===== src/rtl/pfs_pkg.sv =====
package pfs_pkg;

  localparam int WORD_W = 32;

  typedef enum logic [3:0] {
    ST_IDLE,
    ST_P_UP,
    ST_P_UP_W,
    ST_M_UP,
    ST_M_UP_W,
    ST_NK,
    ST_NK_W,
    ST_LOCK,
    ST_M_DN,
    ST_M_DN_W,
    ST_P_DN,
    ST_P_DN_W,
    ST_FIN
  } seq_state_e;

endpackage


===== src/rtl/pfs_field_put.sv =====
// Replaces one field of a control word, leaving all other bits untouched.
module pfs_field_put #(
  parameter int LSB = 0,
  parameter int W   = 2
) (
  input  logic [pfs_pkg::WORD_W-1:0] word_i,
  input  logic [W-1:0]               val_i,
  output logic [pfs_pkg::WORD_W-1:0] word_o
);
  localparam int WW = pfs_pkg::WORD_W;
  localparam logic [WW-1:0] ONES = {{(WW-W){1'b0}}, {W{1'b1}}};
  localparam logic [WW-1:0] MASK = ONES << LSB;

  logic [WW-1:0] val_ext;

  always_comb begin
    val_ext = {{(WW-W){1'b0}}, val_i};
    word_o  = (word_i & ~MASK) | (val_ext << LSB);
  end

endmodule


===== src/rtl/pfs_settle_timer.sv =====
// Down-counter for settle waits; last_o marks the final wait cycle.
module pfs_settle_timer #(
  parameter int CW = 11
) (
  input  logic          clk,
  input  logic          rst_n,
  input  logic          load_i,
  input  logic [CW-1:0] val_i,
  output logic          last_o
);
  logic [CW-1:0] cnt_q, cnt_d;
  logic          cnt_en;

  always_comb begin
    cnt_en = load_i || (cnt_q != '0);
    if (load_i) cnt_d = val_i;
    else        cnt_d = cnt_q - CW'(1);
  end

  always_ff @(posedge clk or negedge rst_n) begin
    if (!rst_n)      cnt_q <= '0;
    else if (cnt_en) cnt_q <= cnt_d;
  end

  assign last_o = (cnt_q == CW'(1));

  assert_timer_load_R3: assert property (@(posedge clk) disable iff (!rst_n)
    load_i |=> (cnt_q == $past(val_i)));

endmodule


===== src/rtl/pfs_lock_guard.sv =====
// Counts lock polling cycles and flags expiry of the window.
module pfs_lock_guard #(
  parameter int TIMEOUT = 100000,
  parameter bit EN      = 1'b1
) (
  input  logic clk,
  input  logic rst_n,
  input  logic arm_i,
  input  logic lock_i,
  output logic expired_o
);
  generate
    if (EN) begin : g_cnt
      localparam int TW = $clog2(TIMEOUT + 1);
      logic [TW-1:0] cnt_q, cnt_d;
      logic          cnt_en;

      always_comb begin
        cnt_en = arm_i || (cnt_q != '0);
        cnt_d  = arm_i ? cnt_q + TW'(1) : '0;
      end

      always_ff @(posedge clk or negedge rst_n) begin
        if (!rst_n)      cnt_q <= '0;
        else if (cnt_en) cnt_q <= cnt_d;
      end

      assign expired_o = arm_i && !lock_i && (cnt_q == TW'(TIMEOUT - 1));

      assert_fresh_window_R11: assert property (@(posedge clk) disable iff (!rst_n)
        (arm_i && !$past(arm_i)) |-> (cnt_q == '0));
    end else begin : g_none
      assign expired_o = 1'b0;
    end
  endgenerate

endmodule


===== src/rtl/pll_factor_seq.sv =====
module pll_factor_seq #(
  parameter int N_LSB        = 8,
  parameter int N_W          = 5,
  parameter int K_LSB        = 4,
  parameter int K_W          = 2,
  parameter int M_LSB        = 0,
  parameter int M_W          = 2,
  parameter int P_LSB        = 16,
  parameter int P_W          = 2,
  parameter int LOCK_BIT     = 28,
  parameter int LONG_WAIT    = 2000,
  parameter int SHORT_WAIT   = 20,
  parameter int LOCK_TIMEOUT = 100000,
  parameter bit TIMEOUT_EN   = 1'b1
) (
  input  logic           clk,
  input  logic           rst_n,
  input  logic           start_i,
  input  logic [N_W-1:0] req_n_i,
  input  logic [K_W-1:0] req_k_i,
  input  logic [M_W-1:0] req_m_i,
  input  logic [P_W-1:0] req_p_i,
  input  logic [31:0]    reg_rdata_i,
  output logic           reg_wr_o,
  output logic [31:0]    reg_wdata_o,
  output logic           busy_o,
  output logic           done_o,
  output logic           timeout_o
);
  import pfs_pkg::*;

  localparam int WAIT_MAX = (LONG_WAIT > SHORT_WAIT) ? LONG_WAIT : SHORT_WAIT;
  localparam int CW       = $clog2(WAIT_MAX + 1);
  localparam logic [CW-1:0] LONG_V  = CW'(LONG_WAIT);
  localparam logic [CW-1:0] SHORT_V = CW'(SHORT_WAIT);

  // reset: asserted asynchronously, released on a clock edge
  logic [1:0] rs_q;
  logic       rst_sync_n;

  always_ff @(posedge clk or negedge rst_n) begin
    if (!rst_n) rs_q <= 2'b00;
    else        rs_q <= {rs_q[0], 1'b1};
  end
  assign rst_sync_n = rs_q[1];

  seq_state_e     state_q, state_d;
  logic [31:0]    shadow_q, shadow_d;
  logic           shadow_en;
  logic           wr_q, wr_d;
  logic           to_q, to_d;
  logic           cap_en;
  logic [N_W-1:0] rn_q;
  logic [K_W-1:0] rk_q;
  logic [M_W-1:0] rm_q;
  logic [P_W-1:0] rp_q;

  logic [31:0]    p_word, m_word, n_word, nk_word;
  logic           p_above, p_below, m_above, m_below;
  logic           tmr_load, tmr_last;
  logic [CW-1:0]  tmr_val;
  logic           lock_bit, lock_arm, lock_expired;

  pfs_field_put #(.LSB(P_LSB), .W(P_W)) u_put_p (
    .word_i(shadow_q), .val_i(rp_q), .word_o(p_word));
  pfs_field_put #(.LSB(M_LSB), .W(M_W)) u_put_m (
    .word_i(shadow_q), .val_i(rm_q), .word_o(m_word));
  pfs_field_put #(.LSB(N_LSB), .W(N_W)) u_put_n (
    .word_i(shadow_q), .val_i(rn_q), .word_o(n_word));
  pfs_field_put #(.LSB(K_LSB), .W(K_W)) u_put_k (
    .word_i(n_word), .val_i(rk_q), .word_o(nk_word));

  pfs_settle_timer #(.CW(CW)) u_timer (
    .clk(clk), .rst_n(rst_sync_n), .load_i(tmr_load), .val_i(tmr_val),
    .last_o(tmr_last));

  pfs_lock_guard #(.TIMEOUT(LOCK_TIMEOUT), .EN(TIMEOUT_EN)) u_guard (
    .clk(clk), .rst_n(rst_sync_n), .arm_i(lock_arm), .lock_i(lock_bit),
    .expired_o(lock_expired));

  always_comb begin
    p_above  = rp_q > shadow_q[P_LSB +: P_W];
    p_below  = rp_q < shadow_q[P_LSB +: P_W];
    m_above  = rm_q > shadow_q[M_LSB +: M_W];
    m_below  = rm_q < shadow_q[M_LSB +: M_W];
    lock_bit = reg_rdata_i[LOCK_BIT];
    lock_arm = (state_q == ST_LOCK);
    cap_en   = (state_q == ST_IDLE) && start_i;
  end

  // next-state logic
  always_comb begin
    state_d  = state_q;
    shadow_d = shadow_q;
    wr_d     = 1'b0;
    to_d     = to_q;
    tmr_load = 1'b0;
    tmr_val  = LONG_V;
    unique case (state_q)
      ST_IDLE: if (start_i) begin
        shadow_d = reg_rdata_i;
        to_d     = 1'b0;
        state_d  = ST_P_UP;
      end
      ST_P_UP: if (p_above) begin
        shadow_d = p_word; wr_d = 1'b1; tmr_load = 1'b1; state_d = ST_P_UP_W;
      end else state_d = ST_M_UP;
      ST_P_UP_W: if (tmr_last) state_d = ST_M_UP;
      ST_M_UP: if (m_above) begin
        shadow_d = m_word; wr_d = 1'b1; tmr_load = 1'b1; state_d = ST_M_UP_W;
      end else state_d = ST_NK;
      ST_M_UP_W: if (tmr_last) state_d = ST_NK;
      ST_NK: begin
        shadow_d = nk_word; wr_d = 1'b1; tmr_load = 1'b1; tmr_val = SHORT_V;
        state_d  = ST_NK_W;
      end
      ST_NK_W: if (tmr_last) state_d = ST_LOCK;
      ST_LOCK: if (lock_bit) state_d = ST_M_DN;
               else if (lock_expired) begin
                 to_d = 1'b1; state_d = ST_FIN;
               end
      ST_M_DN: if (m_below) begin
        shadow_d = m_word; wr_d = 1'b1; tmr_load = 1'b1; state_d = ST_M_DN_W;
      end else state_d = ST_P_DN;
      ST_M_DN_W: if (tmr_last) state_d = ST_P_DN;
      ST_P_DN: if (p_below) begin
        shadow_d = p_word; wr_d = 1'b1; tmr_load = 1'b1; state_d = ST_P_DN_W;
      end else state_d = ST_FIN;
      ST_P_DN_W: if (tmr_last) state_d = ST_FIN;
      ST_FIN:  state_d = ST_IDLE;
      default: state_d = ST_IDLE;
    endcase
    shadow_en = cap_en || wr_d;
  end

  // registers
  always_ff @(posedge clk or negedge rst_sync_n) begin
    if (!rst_sync_n) begin
      state_q <= ST_IDLE;
      wr_q    <= 1'b0;
      to_q    <= 1'b0;
    end else begin
      state_q <= state_d;
      wr_q    <= wr_d;
      to_q    <= to_d;
    end
  end

  always_ff @(posedge clk or negedge rst_sync_n) begin
    if (!rst_sync_n)    shadow_q <= '0;
    else if (shadow_en) shadow_q <= shadow_d;
  end

  always_ff @(posedge clk or negedge rst_sync_n) begin
    if (!rst_sync_n) begin
      rn_q <= '0; rk_q <= '0; rm_q <= '0; rp_q <= '0;
    end else if (cap_en) begin
      rn_q <= req_n_i; rk_q <= req_k_i; rm_q <= req_m_i; rp_q <= req_p_i;
    end
  end

  assign reg_wr_o    = wr_q;
  assign reg_wdata_o = shadow_q;
  assign busy_o      = (state_q != ST_IDLE);
  assign done_o      = (state_q == ST_FIN);
  assign timeout_o   = to_q;

  assert_wr_pulse_R3: assert property (@(posedge clk) disable iff (!rst_sync_n)
    reg_wr_o |=> !reg_wr_o);

  assert_nk_written_R4: assert property (@(posedge clk) disable iff (!rst_sync_n)
    (state_q == ST_NK) |=> (reg_wr_o && state_q == ST_NK_W));

  assert_lock_gate_R5: assert property (@(posedge clk) disable iff (!rst_sync_n)
    ((state_q == ST_M_DN) && $past(state_q == ST_LOCK)) |-> $past(reg_rdata_i[LOCK_BIT]));

  assert_busy_hold_R9: assert property (@(posedge clk) disable iff (!rst_sync_n)
    (busy_o && !done_o) |=> busy_o);

  assert_start_ignored_R9: assert property (@(posedge clk) disable iff (!rst_sync_n)
    (busy_o && start_i) |=> ($stable(rp_q) && $stable(rm_q) && $stable(rn_q) && $stable(rk_q)));

  assert_timeout_done_R10: assert property (@(posedge clk) disable iff (!rst_sync_n)
    $rose(timeout_o) |-> done_o);

  assert_timeout_quiet_R10: assert property (@(posedge clk) disable iff (!rst_sync_n)
    timeout_o |-> !reg_wr_o);

endmodule


===== config.mk =====
export PLATFORM = sky130hd
export DESIGN_NAME = pll_factor_seq
export DESIGN_NICKNAME = d
export VERILOG_FILES = /design/src/rtl/pfs_pkg.sv /design/src/rtl/pfs_field_put.sv /design/src/rtl/pfs_settle_timer.sv /design/src/rtl/pfs_lock_guard.sv /design/src/rtl/pll_factor_seq.sv
export SDC_FILE = /design/constraint.sdc
export NUM_CORES = 1
export LEC_CHECK = 0
export BUFFER_PORTS_ARGS = -buffer_cell sky130_fd_sc_hd__buf_2
export CAP_MARGIN = 20
export CORE_MARGIN = 1
export CORE_UTILIZATION = 45
export DETAILED_ROUTE_END_ITERATION = 6
export MAX_ROUTING_LAYER = met4
export PLACE_DENSITY_LB_ADDON = 0.1
export RECOVER_POWER = 25
export SETUP_SLACK_MARGIN = 0.4
export SLEW_MARGIN = 20
export SYNTH_ARGS = -nofsm -noshare
export SYNTH_HDL_FRONTEND = slang
export SYNTH_SLANG_ARGS = --single-unit

===== constraint.sdc =====
create_clock -name clk -period 4.2 [get_ports clk]
set_input_delay 0.63 -clock clk [delete_from_list [all_inputs] [get_ports clk]]
set_output_delay 0.63 -clock clk [all_outputs]
set_load 0.05 [all_outputs]

# Yosys cells after proc, flatten, opt, wreduce, memory -nomap -nowiden
# Cells that the tools add are included.
dict set report classes {
  n_addsub 2
  mul 0
  n_div 0
  order_cmp 4
  eq_ne 27
  n_shift 0
  mux 31
  n_bitwise 4
  reduce_logical 16
}
# cell count
set ops {}
lappend ops {{$pmux 32 s6} 1}
lappend ops {{$mux 32} 5}
lappend ops {{$pmux 4 s12} 1}
lappend ops {{$mux 4} 8}
lappend ops {{$or 32x13->32} 1}
lappend ops {{$or 32x18->32} 1}
lappend ops {{$or 32x2->32} 1}
lappend ops {{$or 32x6->32} 1}
lappend ops {{$ne 2x2->1 const B} 12}
lappend ops {{$mux 11} 2}
lappend ops {{$eq 4x4->1 const B} 5}
lappend ops {{$add 17x1->17 const B} 1}
lappend ops {{$eq 17x17->1 const B} 1}
lappend ops {{$mux 17} 1}
lappend ops {{$reduce_bool 17->1} 1}
lappend ops {{$eq 4x3->1 const B} 4}
lappend ops {{$reduce_and 7->1} 2}
lappend ops {{$eq 11x1->1 const B} 1}
lappend ops {{$reduce_bool 11->1} 1}
lappend ops {{$sub 11x1->11 const B} 1}
lappend ops {{$mux 1} 9}
lappend ops {{$eq 4x2->1 const B} 2}
lappend ops {{$reduce_bool 6->1} 1}
lappend ops {{$pmux 1 s5} 1}
lappend ops {{other kinds (14)} 20}
dict set report totals {
  ff_bits 79
  latchBits 0
  ramBits 0
  romBits 0
  inputBits 46
  out_inout_bits 36
  memories 0
}

# Depth between registers and ports, before layout
dict set report depth {
  depth_word 6
  ltp_mapped 9
  depth_no_buf 8
}

# By module
# A second synthesis with hierarchy kept.
dict set report unflattened {
  hier_cells 634
  area_unflattened_um2 5962.0
}
# mod instances cells_each area_each_um2 seq_area_each_um2
set modules_own_cells {}
lappend modules_own_cells {pll_factor_seq 1 336 3408.3 1276.2}
lappend modules_own_cells {pfs_field_put 4 32 240.2 0.0}
lappend modules_own_cells {pfs_lock_guard 1 96 893.4 425.4}
lappend modules_own_cells {pfs_settle_timer 1 74 699.4 275.3}

# Worst setup path before layout
# Ideal clock, no wire load.
dict set report synth_path {
  path_type {register to output}
  startpoint {reg state_q[1]}
  endpoint {out done_o}
  arrival_time_ns 1.369
  required_ns 3.570
  setup_slack_ns 2.201
  stages_incl_launch_ff 5
  path_cell_list {dfrtp_1 buf_2 buf_1 nor2_1 and3_1}
}
dict set report synth_between {
  elab_chain_len 1
}
# element line_no
set synth_rtl {}
lappend synth_rtl {{start, declared} pll_factor_seq.sv:47} ;# seq_state_e state_q, state_d;
lappend synth_rtl {{start signal, assigned} pll_factor_seq.sv:143} ;# state_q <= state_d;
lappend synth_rtl {{$eq 4x4->1} pll_factor_seq.sv:165} ;# assign done_o = (state_q == ST_FIN);
lappend synth_rtl {{end, declared} pll_factor_seq.sv:27} ;# output logic done_o,
# No other way between the ends.

# Worst setup path after layout
dict set report layout_path {
  startpoint {reg state_q[0]}
  endpoint {reg shadow_q[0] (netlist: reg_wdata_o[0])}
}
dict set report layout_between {
  elab_chain_len 4
  word_cells_on_any_way 17
}
# element line_no
set layout_rtl {}
lappend layout_rtl {{$eq 4x4->1 (tied with other cells)} pll_factor_seq.sv:99} ;# unique case (state_q)
lappend layout_rtl {{$pmux 1 s5 or $logic_and 1x1->1 (tied branches)} {pll_factor_seq.sv:99, pll_factor_seq.sv:88}}
lappend layout_rtl {{$logic_or 1x1->1} pll_factor_seq.sv:133} ;# shadow_en = cap_en || wr_d;
lappend layout_rtl {{$reduce_and 7->1 (no line)} --}
lappend layout_rtl {{end signal, assigned} pll_factor_seq.sv:151} ;# else if (shadow_en) shadow_q <= shadow_d;
lappend layout_rtl {{end, declared} pll_factor_seq.sv:48} ;# logic [31:0] shadow_q, shadow_d;
# Several ways; a longest one is shown, not always the timed one.
# A chain may end at the register's enable or synchronous reset.

==> flow_metrics.py <==
metrics = {
    "power_and_ir_drop": {
        "switching_share_pct": 47.0,
        "p_int_mw": 2.10,
        "leakagePower_nw": 2.25,
        "ir_drop_mv": 0.422,
        "p_per_area_mw_per_mm2": 843,
        "net-switching-power_mw": 1.87,
        "clkPwrFrac_pct": 17.5,
        "p_comb_share_pct": 48.4,
        "seqPwrFrac_pct": 34.1,
    },
    "synthesis": {
        "ys_ff_latch": 79,
        "postSynthCellCount": 461,
        "ys_async_sr_fraction_pct": 100,
        "synth_cell_types": 54,
        "syn_area_per_cell_um2": 9.12,
        "yosys_warnings": 0,
        "syn_area_mm2": 0.00420,
        "syn_nets": 516,
        "synth_edf_count": 0,
        "ys_seq_area_share_pct": 47.0,
        "synth_flop_cell": "dfrtp_1",
    },
    "placement": {
        "portBuffers": 81,
        "dp_hpwl_um": 6140,
        "pre_cts_slack_ns": 1.48,
        "gp_congestion": 0.862,
        "placed_area_mm2": 0.00444,
    },
    "cts": {
        "numCtsBuffers": 9,
        "clock_path_buffers": 2,
        "tritoncts": "done",
        "cts_setup_buffers": 0,
        "clock_latency_ns": 0.35,
        "ctsHtreeMaxLevel": 3,
        "cts.repair.resized": 0,
        "clock_sinks": 79,
        "clk_pin_slew_ns": 0.08,
        "root_buffer": "clkbuf_8",
        "cts_hold_buffers": 0,
    },
    "cells_and_area": {
        "area.growth.synth_to_final_pct": 12.0,
        "n_antenna_cell": 0,
        "nFillCells": 824,
        "final_cell_area_mm2": 0.00471,
        "fin_nets": 559,
        "drive_gt1_share_pct": 21.7,
    },
    "timing": {
        "max_slew_margin_pct": 12.8,
        "period_minus_slack_ns": 2.81,
        "worst_slew_pin_slew_ns": 1.31,
        "finClkSkew_ns": 0.0116,
        "setup_viol_count_final": 0,
        "hold_slack_ns": 0.0594,
        "max_freq_ghz": 0.356,
        "post-route-period-util_pct": 66.9,
        "setup_slack_ns": 1.39,
        "report.final.hold_viol_count": 0,
        "fin_tns_setup_ns": 0,
        "drv_slew": 0,
        "rsz0062_at_grt": "no",
    },
    "worst_setup_path": {
        "startpoint_type": "flop",
        "cp_data_arrival_time_ns": 3.01,
        "rr_worst_depth": 5,
        "cp.required_ns": 4.39,
        "critical_path.max_fanout": 27,
        "endpoint_kind": "flop",
        "path_class": "flop to flop",
    },
    "route": {
        "antenna_left": 0,
        "post_drt_wl_per_cell_um": 14.5,
        "drt_iter0_drc": 247,
        "drt_pass1_iterations": 4,
        "wl_um": 8960,
        "drc_errors": 0,
        "viasPerCell": 5.35,
        "routed-via-count": 3294,
    },
    "grt": {
        "grt_pass1_wl_um": 15200,
        "track_usage_pct": 20.3,
        "antenna_found_initial": 0,
        "grt-ovfl-total": 0,
        "grt_pass1_vias": 3175,
        "grt_max_degree": 78,
    },
    "die": {
        "rows": 34,
        "die_w_um": 98.7,
        "die-area_mm2": 0.00973,
        "start_util_pct": 47.3,
        "coreArea_mm2": 0.00889,
        "pin_count": 82,
        "die_y_um": 98.7,
    },
    "run": {
        "maxCapViolCount": 0,
    },
    "hold_path": {
        "hold_class": "primary input to async pin",
    },
    "run_status": {
        "status": "complete, no violations",
    },
}
## logic make-up after synthesis
family | synth area share [%]
buffers and inverters | 8.96
AO/OA/AOI/OAI | 15.3
other | 0.0892
multiplexers | 0.774
adder cells (fa/ha/maj) | 2.68
XOR/XNOR | 4.17
AND/OR/NAND/NOR | 21.0
flip-flops | 47.0
## cell usage in the layout (no fill, tap or decap), drive strengths merged, types with 11 or more instances in the layout
cell type  Yosys  routed
dfrtp         79      79
buf           43      83
inv           14      14
nor2          26      26
o21ai         29      29
nor3          11      11
clkbuf         9      13
a22o          11      11
o2bb2ai       11      11
nand2        113     113
xnor2         11      11
## flip-flops by register name, indices dropped and copies added (netlist names)
signal,flops
reg_wdata_o,32
reg_wr_o,1
rk_q,2
rm_q,2
rn_q,5
rp_q,2
rs_q,2
state_q,4
timeout_o,1
u_guard.g_cnt.cnt_q,17
u_timer.cnt_q,11
## cell usage after synthesis, drive strengths merged, types with 5 or more instances
cell | number | area share [%]
xor2 | 9 | 1.9
ha | 9 | 2.7
nor3 | 11 | 1.6
a21oi | 9 | 1.2
o2bb2ai | 11 | 2.3
or3 | 6 | 1.0
xnor2 | 11 | 2.3
inv | 14 | 1.2
a22o | 11 | 2.3
clkbuf | 9 | 0.80
nand4 | 5 | 0.74
o21ai | 29 | 3.5
a22oi | 9 | 1.6
nand3 | 7 | 0.83
buf | 43 | 6.9
nor2 | 26 | 2.3
nor4 | 5 | 1.1
nand2 | 113 | 10
dfrtp | 79 | 47
## final cells by class
class / count / area (um^2) / area share (%)
timing repair buffer: 84 / 447 / 9.48
tap: 108 / 135 / 2.87
clock inverter: 3 / 90.1 / 1.91
multi-input combinational: 316 / 1850 / 39.3
clock buffer: 12 / 155 / 3.29
inverter: 14 / 52.6 / 1.12
sequential: 79 / 1980 / 42.0
## critical path, stage by stage (launching register included)
cell and delay, ns:
dfrtp_1 0.70, nor4_1 0.60, and2_1 0.73, buf_4 0.35, o21ai_1 0.11, o2bb2ai_1 0.16
## per-layer routing
metal	wire (um)	GRT usage (%)	share of wire, %	up-vias
met5	0	-	0	-
met3	465	3.55	5.2	4
met1	4440	28.8	50	1560
li1	-	-	-	1637
met4	65	7.46	0.73	0
met2	3990	29.3	45	93
## through the flow
step | power [mW] | std cells | util, %
after floorplan | 3.01 | 461 | -
after global placement | 3.26 | 600 | 49.9
after detailed placement | 3.28 | 600 | 49.9
after CTS | 3.99 | 615 | 52.7
after global routing | 4.25 | 616 | 53.0
final | 3.97 | 616 | 53.0
## worst paths after layout
check                      slack [ns]                   start                           to
setup / recovery                 1.39  state_q[0]$_DFFE_PN0P_   reg_wdata_o[0]$_DFFE_PN0P_
setup reg to reg                 1.39  state_q[0]$_DFFE_PN0P_   reg_wdata_o[0]$_DFFE_PN0P_
max in group asynchronous        2.82       rs_q[1]$_DFF_PN0_  reg_wdata_o[26]$_DFFE_PN0P_
min in group clk                 0.36       rs_q[0]$_DFF_PN0_            rs_q[1]$_DFF_PN0_
hold / removal                   0.06                   rst_n            rs_q[0]$_DFF_PN0_
hold reg to reg                  0.36       rs_q[0]$_DFF_PN0_            rs_q[1]$_DFF_PN0_
## power groups by stage
stage | Clock, mW | Combinational [mW] | Sequential (mW)
floorplan | 0 | 1.76 | 1.25
global placement | 0 | 1.89 | 1.37
finish | 0.696 | 1.92 | 1.35
CTS | 0.711 | 1.92 | 1.36
global route | 0.747 | 2.10 | 1.40
detailed placement | 0 | 1.91 | 1.37
No activity file was read; power rests on OpenSTA's default activity.
